--- src/rtl/gag_pkg.sv ---
// Package: shared constants for the grid address walker.
// Assumes the register port is 3 bits wide and the data path is 32 bits.
package gag_pkg;
    localparam logic [31:0] GAG_LAUNCH_KEY = 32'hBADA_BEEB;

    typedef enum logic [2:0] {
        SEL_WBASE  = 3'd0,
        SEL_HBASE  = 3'd1,
        SEL_VBASE  = 3'd2,
        SEL_WIDTH  = 3'd3,
        SEL_HEIGHT = 3'd4,
        SEL_STRIDE = 3'd5,
        SEL_SHIFT  = 3'd6,
        SEL_LAUNCH = 3'd7
    } gag_sel_e;
endpackage

--- src/rtl/gag_cfg_regs.sv ---
// Register file with launch detection and a run snapshot.
// Live registers accept writes at any time. The snapshot is loaded only
// when a valid launch is accepted while the walker is idle.
// Assumes AW is at least CW and SW.
module gag_cfg_regs #(
    parameter int AW = 32,
    parameter int CW = 16,
    parameter int SW = 5
) (
    input  logic          clk,
    input  logic          rst_n,
    input  logic          we,
    input  logic [2:0]    sel,
    input  logic [AW-1:0] wdata,
    input  logic          busy,
    output logic          start,
    output logic [AW-1:0] snap_wbase,
    output logic [AW-1:0] snap_hbase,
    output logic [AW-1:0] snap_vbase,
    output logic [CW-1:0] snap_width,
    output logic [CW-1:0] snap_height,
    output logic [CW-1:0] snap_stride,
    output logic [SW-1:0] snap_shift
);
    import gag_pkg::*;

    logic [AW-1:0] live_wbase, live_hbase, live_vbase;
    logic [CW-1:0] live_width, live_height, live_stride;
    logic [SW-1:0] live_shift;

    // Launch accepted: key matches, walker idle, grid not empty.
    always_comb begin
        start = we && (sel == SEL_LAUNCH) && (wdata == GAG_LAUNCH_KEY[AW-1:0])
                && !busy && (live_width != '0) && (live_height != '0);
    end

    // Live register writes.
    always_ff @(posedge clk) begin
        if (!rst_n) begin
            live_wbase  <= '0;
            live_hbase  <= '0;
            live_vbase  <= '0;
            live_width  <= CW'(16);
            live_height <= CW'(16);
            live_stride <= CW'(16);
            live_shift  <= SW'(4);
        end else if (we) begin
            case (sel)
                SEL_WBASE:  live_wbase  <= wdata;
                SEL_HBASE:  live_hbase  <= wdata;
                SEL_VBASE:  live_vbase  <= wdata;
                SEL_WIDTH:  live_width  <= wdata[CW-1:0];
                SEL_HEIGHT: live_height <= wdata[CW-1:0];
                SEL_STRIDE: live_stride <= wdata[CW-1:0];
                SEL_SHIFT:  live_shift  <= wdata[SW-1:0];
                default:    ;
            endcase
        end
    end

    // Snapshot copy on an accepted launch.
    always_ff @(posedge clk) begin
        if (!rst_n) begin
            snap_wbase  <= '0;
            snap_hbase  <= '0;
            snap_vbase  <= '0;
            snap_width  <= '0;
            snap_height <= '0;
            snap_stride <= '0;
            snap_shift  <= '0;
        end else if (start) begin
            snap_wbase  <= live_wbase;
            snap_hbase  <= live_hbase;
            snap_vbase  <= live_vbase;
            snap_width  <= live_width;
            snap_height <= live_height;
            snap_stride <= live_stride;
            snap_shift  <= live_shift;
        end
    end

    AST_SNAP_FROZEN: assert property (@(posedge clk) disable iff (!rst_n)
        $past(busy) && busy |-> $stable(snap_width) && $stable(snap_stride) && $stable(snap_wbase));
endmodule

--- src/rtl/gag_walker.sv ---
// Grid walker: steps the column first and then the row, under valid/ready.
// Assumes start is only raised while the walker is idle and the sizes are non-zero.
module gag_walker #(
    parameter int CW = 16
) (
    input  logic          clk,
    input  logic          rst_n,
    input  logic          start,
    input  logic [CW-1:0] width,
    input  logic [CW-1:0] height,
    input  logic          ready,
    output logic          valid,
    output logic [CW-1:0] x,
    output logic [CW-1:0] y,
    output logic          done
);
    logic row_end, last_item, take;

    // Position decode for the current item.
    always_comb begin
        row_end   = (x == width - CW'(1));
        last_item = row_end && (y == height - CW'(1));
        take      = valid && ready;
    end

    // Counter and handshake state.
    always_ff @(posedge clk) begin
        if (!rst_n) begin
            valid <= 1'b0;
            x     <= '0;
            y     <= '0;
            done  <= 1'b0;
        end else begin
            done <= 1'b0;
            if (start) begin
                valid <= 1'b1;
                x     <= '0;
                y     <= '0;
            end else if (take) begin
                if (last_item) begin
                    valid <= 1'b0;
                    done  <= 1'b1;
                end else if (row_end) begin
                    x <= '0;
                    y <= y + CW'(1);
                end else begin
                    x <= x + CW'(1);
                end
            end
        end
    end

    AST_STALL_HOLD: assert property (@(posedge clk) disable iff (!rst_n)
        valid && !ready |=> valid && $stable(x) && $stable(y));
    AST_COORD_RANGE: assert property (@(posedge clk) disable iff (!rst_n)
        valid |-> (x < width) && (y < height));
    AST_DONE_SINGLE: assert property (@(posedge clk) disable iff (!rst_n)
        done |=> !done);
    AST_DONE_AFTER_TAKE: assert property (@(posedge clk) disable iff (!rst_n)
        $rose(done) |-> $past(valid && ready) && !valid);
endmodule

--- src/rtl/gag_addr_calc.sv ---
// Address arithmetic for one item: two 1-D load addresses and a row-major
// store address. Purely combinational; all sums wrap modulo 2^AW.
module gag_addr_calc #(
    parameter int AW = 32,
    parameter int CW = 16,
    parameter int SW = 5
) (
    input  logic [AW-1:0] wbase,
    input  logic [AW-1:0] hbase,
    input  logic [AW-1:0] vbase,
    input  logic [CW-1:0] stride,
    input  logic [SW-1:0] shift,
    input  logic [CW-1:0] x,
    input  logic [CW-1:0] y,
    output logic [AW-1:0] haddr,
    output logic [AW-1:0] vaddr,
    output logic [AW-1:0] waddr
);
    localparam int NLOAD = 2;

    logic [AW-1:0] lbase  [NLOAD];
    logic [CW-1:0] lcoord [NLOAD];
    logic [AW-1:0] laddr  [NLOAD];
    logic [AW-1:0] linear;

    assign lbase[0]  = hbase;
    assign lbase[1]  = vbase;
    assign lcoord[0] = x;
    assign lcoord[1] = y;

    // One shifter-adder per one-dimensional load.
    for (genvar i = 0; i < NLOAD; i++) begin : g_load
        always_comb laddr[i] = lbase[i] + (AW'(lcoord[i]) << shift);
    end

    // Row-major element index, then scale to bytes.
    always_comb begin
        linear = AW'(y) * AW'(stride) + AW'(x);
        haddr  = laddr[0];
        vaddr  = laddr[1];
        waddr  = wbase + (linear << shift);
    end
endmodule

--- src/rtl/grid_addr_gen.sv ---
// Top: register port, grid walker and address arithmetic.
// Assumes the downstream stage samples item fields whenever item_valid is high.
module grid_addr_gen #(
    parameter int AW = 32,
    parameter int CW = 16,
    parameter int SW = 5
) (
    input  logic          clk,
    input  logic          rst_n,
    input  logic          cfg_we,
    input  logic [2:0]    cfg_sel,
    input  logic [AW-1:0] cfg_wdata,
    input  logic          item_ready,
    output logic          item_valid,
    output logic [CW-1:0] item_x,
    output logic [CW-1:0] item_y,
    output logic [AW-1:0] item_haddr,
    output logic [AW-1:0] item_vaddr,
    output logic [AW-1:0] item_waddr,
    output logic          run_done
);
    logic          start;
    logic [AW-1:0] s_wbase, s_hbase, s_vbase;
    logic [CW-1:0] s_width, s_height, s_stride;
    logic [SW-1:0] s_shift;

    gag_cfg_regs #(.AW(AW), .CW(CW), .SW(SW)) u_regs (
        .clk(clk), .rst_n(rst_n), .we(cfg_we), .sel(cfg_sel), .wdata(cfg_wdata),
        .busy(item_valid), .start(start),
        .snap_wbase(s_wbase), .snap_hbase(s_hbase), .snap_vbase(s_vbase),
        .snap_width(s_width), .snap_height(s_height), .snap_stride(s_stride),
        .snap_shift(s_shift)
    );

    gag_walker #(.CW(CW)) u_walk (
        .clk(clk), .rst_n(rst_n), .start(start), .width(s_width), .height(s_height),
        .ready(item_ready), .valid(item_valid), .x(item_x), .y(item_y), .done(run_done)
    );

    gag_addr_calc #(.AW(AW), .CW(CW), .SW(SW)) u_addr (
        .wbase(s_wbase), .hbase(s_hbase), .vbase(s_vbase), .stride(s_stride),
        .shift(s_shift), .x(item_x), .y(item_y),
        .haddr(item_haddr), .vaddr(item_vaddr), .waddr(item_waddr)
    );

    AST_ADDR_HOLD: assert property (@(posedge clk) disable iff (!rst_n)
        item_valid && !item_ready |=> $stable(item_haddr) && $stable(item_vaddr) && $stable(item_waddr));
    AST_NO_RELAUNCH: assert property (@(posedge clk) disable iff (!rst_n)
        item_valid && !(item_ready && $past(item_valid)) && cfg_we |=> !(item_x == '0 && item_y == '0 && $past(item_x != '0 || item_y != '0) && !$past(item_ready)));
endmodule

--- config.mk ---
export PLATFORM = sky130hd
export DESIGN_NAME = grid_addr_gen
export DESIGN_NICKNAME = d
export VERILOG_FILES = /design/src/rtl/gag_pkg.sv /design/src/rtl/gag_cfg_regs.sv /design/src/rtl/gag_walker.sv /design/src/rtl/gag_addr_calc.sv /design/src/rtl/grid_addr_gen.sv
export SDC_FILE = /design/constraint.sdc
export NUM_CORES = 2
export LEC_CHECK = 0
export BUFFER_PORTS_ARGS = -buffer_cell sky130_fd_sc_hd__buf_2
export CAP_MARGIN = 30
export CELL_PAD_IN_SITES_DETAIL_PLACEMENT = 2
export CELL_PAD_IN_SITES_GLOBAL_PLACEMENT = 2
export CORE_MARGIN = 2
export CORE_UTILIZATION = 36
export DETAILED_ROUTE_END_ITERATION = 16
export PLACE_DENSITY = 0.76
export RECOVER_POWER = 50
export SETUP_SLACK_MARGIN = 0.2
export SYNTH_ARGS = -nofsm -noshare
export SYNTH_HDL_FRONTEND = slang
export SYNTH_HIERARCHICAL = 1
export SYNTH_SLANG_ARGS = --single-unit
--- constraint.sdc ---
create_clock -name clk -period 25.1 [get_ports clk]
set_input_delay 2.51 -clock clk [delete_from_list [all_inputs] [get_ports clk]]
set_output_delay 2.51 -clock clk [all_outputs]
set_load 0.03 [all_outputs]
==> summary.md <==
| Metric | Value |
|---|---|
| CP Capture Type | `flop` |
| Largest net degree at the start of global routing | `172` |
| Failing checks | `max-capacitance violations, max-slew violations` |
| Area growth from synthesis to layout | `9.79%` |
| Core ar. | `roughly 0.088 mm2` |
| Synth Warn # | `6` |
| Setup clock skew after layout | `~0.027 ns` |
| Clk Tree Root Cell | `clkbuf_16` |
| Top Ports | `~170` |
| LEAKAGE | `15.3 nW` |
| First-pass iteration count of the detailed router | `5` |
| WL met3 | `4.55 mm` |
| Yosys reg bits | `around 330` |
| Fillers | `a little over 10000` |
| IO Port Bufs | `roughly 170` |
| FF-to-FF path depth | `9` |
| RSZ-0062 raised after global routing | `false` |
| DR WL/cell | `~24 um` |
| Ys async rst share | `0%` |
| DR vias/cell | `approximately 5.6` |
| Die width | `between 300 and 400 um` |
| Drt total wl | `~130 mm` |
| GRT Overall Usage | `roughly 28%` |
| # nets final | `about 4600` |
| Max Slew Vio Count | `between 500 and 600` |
| Num CTS Buffers | `39` |
| CP max FO | `171` |
| Clock Latency Late Sink | `~0.58 ns` |
| Layout cells sized above 1 | `8.27%` |
| Setup bufs post-CTS | `0` |
| Clock Sinks | `332` |
| CTS tree | `yes` |
| Met2 WL post-DR | `slightly above 60 mm` |
| Mapped Cells | `roughly 4100` |
| Achievable frequency | `~63 MHz` |
| First-pass GRT wire length | `198 mm` |
| Status | `finished with violations` |
| Final min period | `15.84 ns` |
| Power density cells | `around 34 mW/mm2` |
| Unique masters post-synth | `95` |
| Die height | `302 um` |
| Slew HR | `-353%` |
| Syn avg cell area | `7.83 um2` |
| Row cnt | `around 110` |
| Die Area | `0.0914 mm2` |
| # resized after CTS | `0` |
| DR top layer | `met5` |
| Hold buffers post-CTS | `0` |
| Grt total ovfl | `0` |
| Reg area | `0.00666 mm2` |
| Final worst setup slack | `a little over 9 ns` |
| Dpl ws | `between 10 and 15 ns` |
| Synthesized area | `approximately 0.032 mm2` |
| CTS max path bufs | `3` |
| Peak supply drop | `42.1 uV` |
| Tcrit/Tclk final | `63.1%` |
| Sequential fraction of the synthesis area | `roughly 21%` |
| Crit path DAT | `16.32 ns` |
| Max Cap Viol | `8` |
| Initial antenna violation count | `4` |
| Post-Synthesis Net Count | `approximately 4600` |
| Clock transition at path regs | `about 0.060 ns` |
| Starting DRT DRC Count | `between 1500 and 2000` |
| Total Neg Setup Slack | `0 ns` |
| Htree depth | `2` |
| Worst Path Required | `25.58 ns` |
| Number of flops mapped to enable cells by yosys | `0` |
| Worst slew pin tran | `around 6.8 ns` |
| Most used flip-flop cell after synthesis | `dfxtp_1` |
| Final HPWL from detailed placement | `between 90 and 100 mm` |
| Critical setup path kind | `primary input to flop` |
| Worst setup SP type | `primary input` |
| Initial Util | `36.3%` |
| Vias in the first global route | `32300` |
| Area of the multi-input gates | `0.0232 mm2` |
| Total Power | `between 1 and 1.5 mW` |
| Final setup viols | `0` |
| Final-report hold violation count | `0` |
| HP Class | `flop to flop` |
| Remaining routing DRC violations | `0` |
| Vias | `roughly 30000` |
| Routed Antenna Nets | `0` |
| Hold depth | `2` |
| M1 WL | `between 50 and 60 mm` |
| Routability cong. | `slightly below 0.9` |
-- power breakdown --
group | internal, mW | switching [mW] | total, mW
Clock | 0.346 | 0.248 | 0.594
Sequential | 0.532 | 0.00325 | 0.535
Combinational | 0.0130 | 0.0382 | 0.0513
-- cells in the final DEF, fill, tap and decap left out, drive strengths merged, types with 29 or more instances in the layout --
| master | n |
|---|---|
| a21oi | 174 |
| inv | 349 |
| a21boi | 149 |
| o21a | 32 |
| or3 | 33 |
| nand3 | 61 |
| xnor2 | 91 |
| nor2 | 169 |
| clkbuf | 94 |
| xor2 | 46 |
| ha | 204 |
| dfxtp | 332 |
| nor3 | 46 |
| a21o | 58 |
| fa | 213 |
| nand2 | 957 |
| and2 | 127 |
| a211oi | 29 |
| buf | 186 |
| mux2i | 223 |
| o21ai | 142 |
-- critical path, stage by stage --
cell      delay [ns]
clkbuf_1        4.64
clkbuf_1        4.86
clkbuf_1        3.12
nand2_1         0.48
mux2i_1         0.29
-- flip-flops by register name, summed over array words and instances (netlist names), 32 cells and up --
name               count
u_regs/snap_hbase     32
u_regs/live_vbase     32
u_regs/live_wbase     32
u_regs/live_hbase     32
u_regs/snap_wbase     32
u_regs/snap_vbase     32
-- layout make-up --
type	instances	share of cell area [%]
Tap cell	1165	4.14
Antenna cell	1	0.00711
Clock buffer	55	3.32
Inverter	346	3.69
Timing Repair Buffer	225	3.61
Clock inverter	14	0.420
Multi-Input combinational cell	3187	65.9
Sequential cell	332	18.9
-- routing by layer --
metal | global-route usage [%] | vias to the layer above
met1 | 36.9 | 15300
met2 | 48.0 | 536
met3 | 2.97 | 185
met4 | 8.53 | 6
li1 | - | 13800
met5 | 0 | -
-- synthesized netlist by cell type, types with 9 or more instances --
master,number,area [um2]
o21a_1,32,240
a21o_1,58,435
nand2_1,957,3590
a31o_2,11,96.3
nand3_1,61,305
o211ai_1,13,97.6
fa_1,213,4260
mux2i_1,223,2230
ha_1,204,2550
nor2_1,169,634
mux2_2,24,270
and4_1,10,87.6
buf_1,17,63.8
or2_2,15,93.8
o22ai_1,25,156
or4_1,9,67.6
a21boi_1,84,631
a21oi_1,172,861
a21boi_0,65,488
o31ai_1,10,75.1
a221oi_1,13,114
a211oi_1,29,218
buf_4,12,90.1
or3_1,32,200
xor2_1,46,403
o21ai_0,134,671
o21bai_1,10,75.1
and3_1,26,163
clkbuf_1,186,698
nand4_1,26,163
inv_1,344,1290
a31oi_1,21,131
buf_2,13,65.1
nor4_1,22,138
nor2b_1,27,169
o221ai_1,13,114
dfxtp_1,332,6650
xnor2_1,91,797
nand2b_1,28,175
and2_1,127,795
nor3_1,44,220
-- kinds of logic after synthesis --
logic type      after synthesis  share of synthesized area (%)
simple gates               1591                           22.3
buf+inv                     576                           6.98
fa+ha+maj                   417                           21.3
flops                       332                           20.7
xor+xnor                    138                           3.81
compound gates              787                           16.6
mux                         254                           8.30
-- worst paths after layout --
path / startpoint / slack [ns] / to
max: rst_n / 9.26 / u_regs/snap_wbase[31]
min: u_regs/live_hbase[11] / 0.46 / u_regs/snap_hbase[11]
max reg2reg: u_walk/y[13] / 20.70 / u_walk/x[12]
min reg2reg: u_regs/live_hbase[11] / 0.46 / u_regs/snap_hbase[11]
-- per-stage QoR --
| step | cell area, um2 | util (%) | hold WS [ns] | cells |
|---|---|---|---|---|
| finish | 35200 | 39.8 | 0.456 | 5325 |
| global route | 35200 | 39.8 | 0.480 | 5324 |
| CTS | 35200 | 39.8 | 0.458 | 5319 |
| detailed placement | 33900 | 38.4 | 0.451 | 5250 |
| global placement | 33800 | 38.3 | 0.441 | 5246 |
| floorplan | 32100 | - | 0.431 | 4095 |
(Power assumes the default switching activity.)
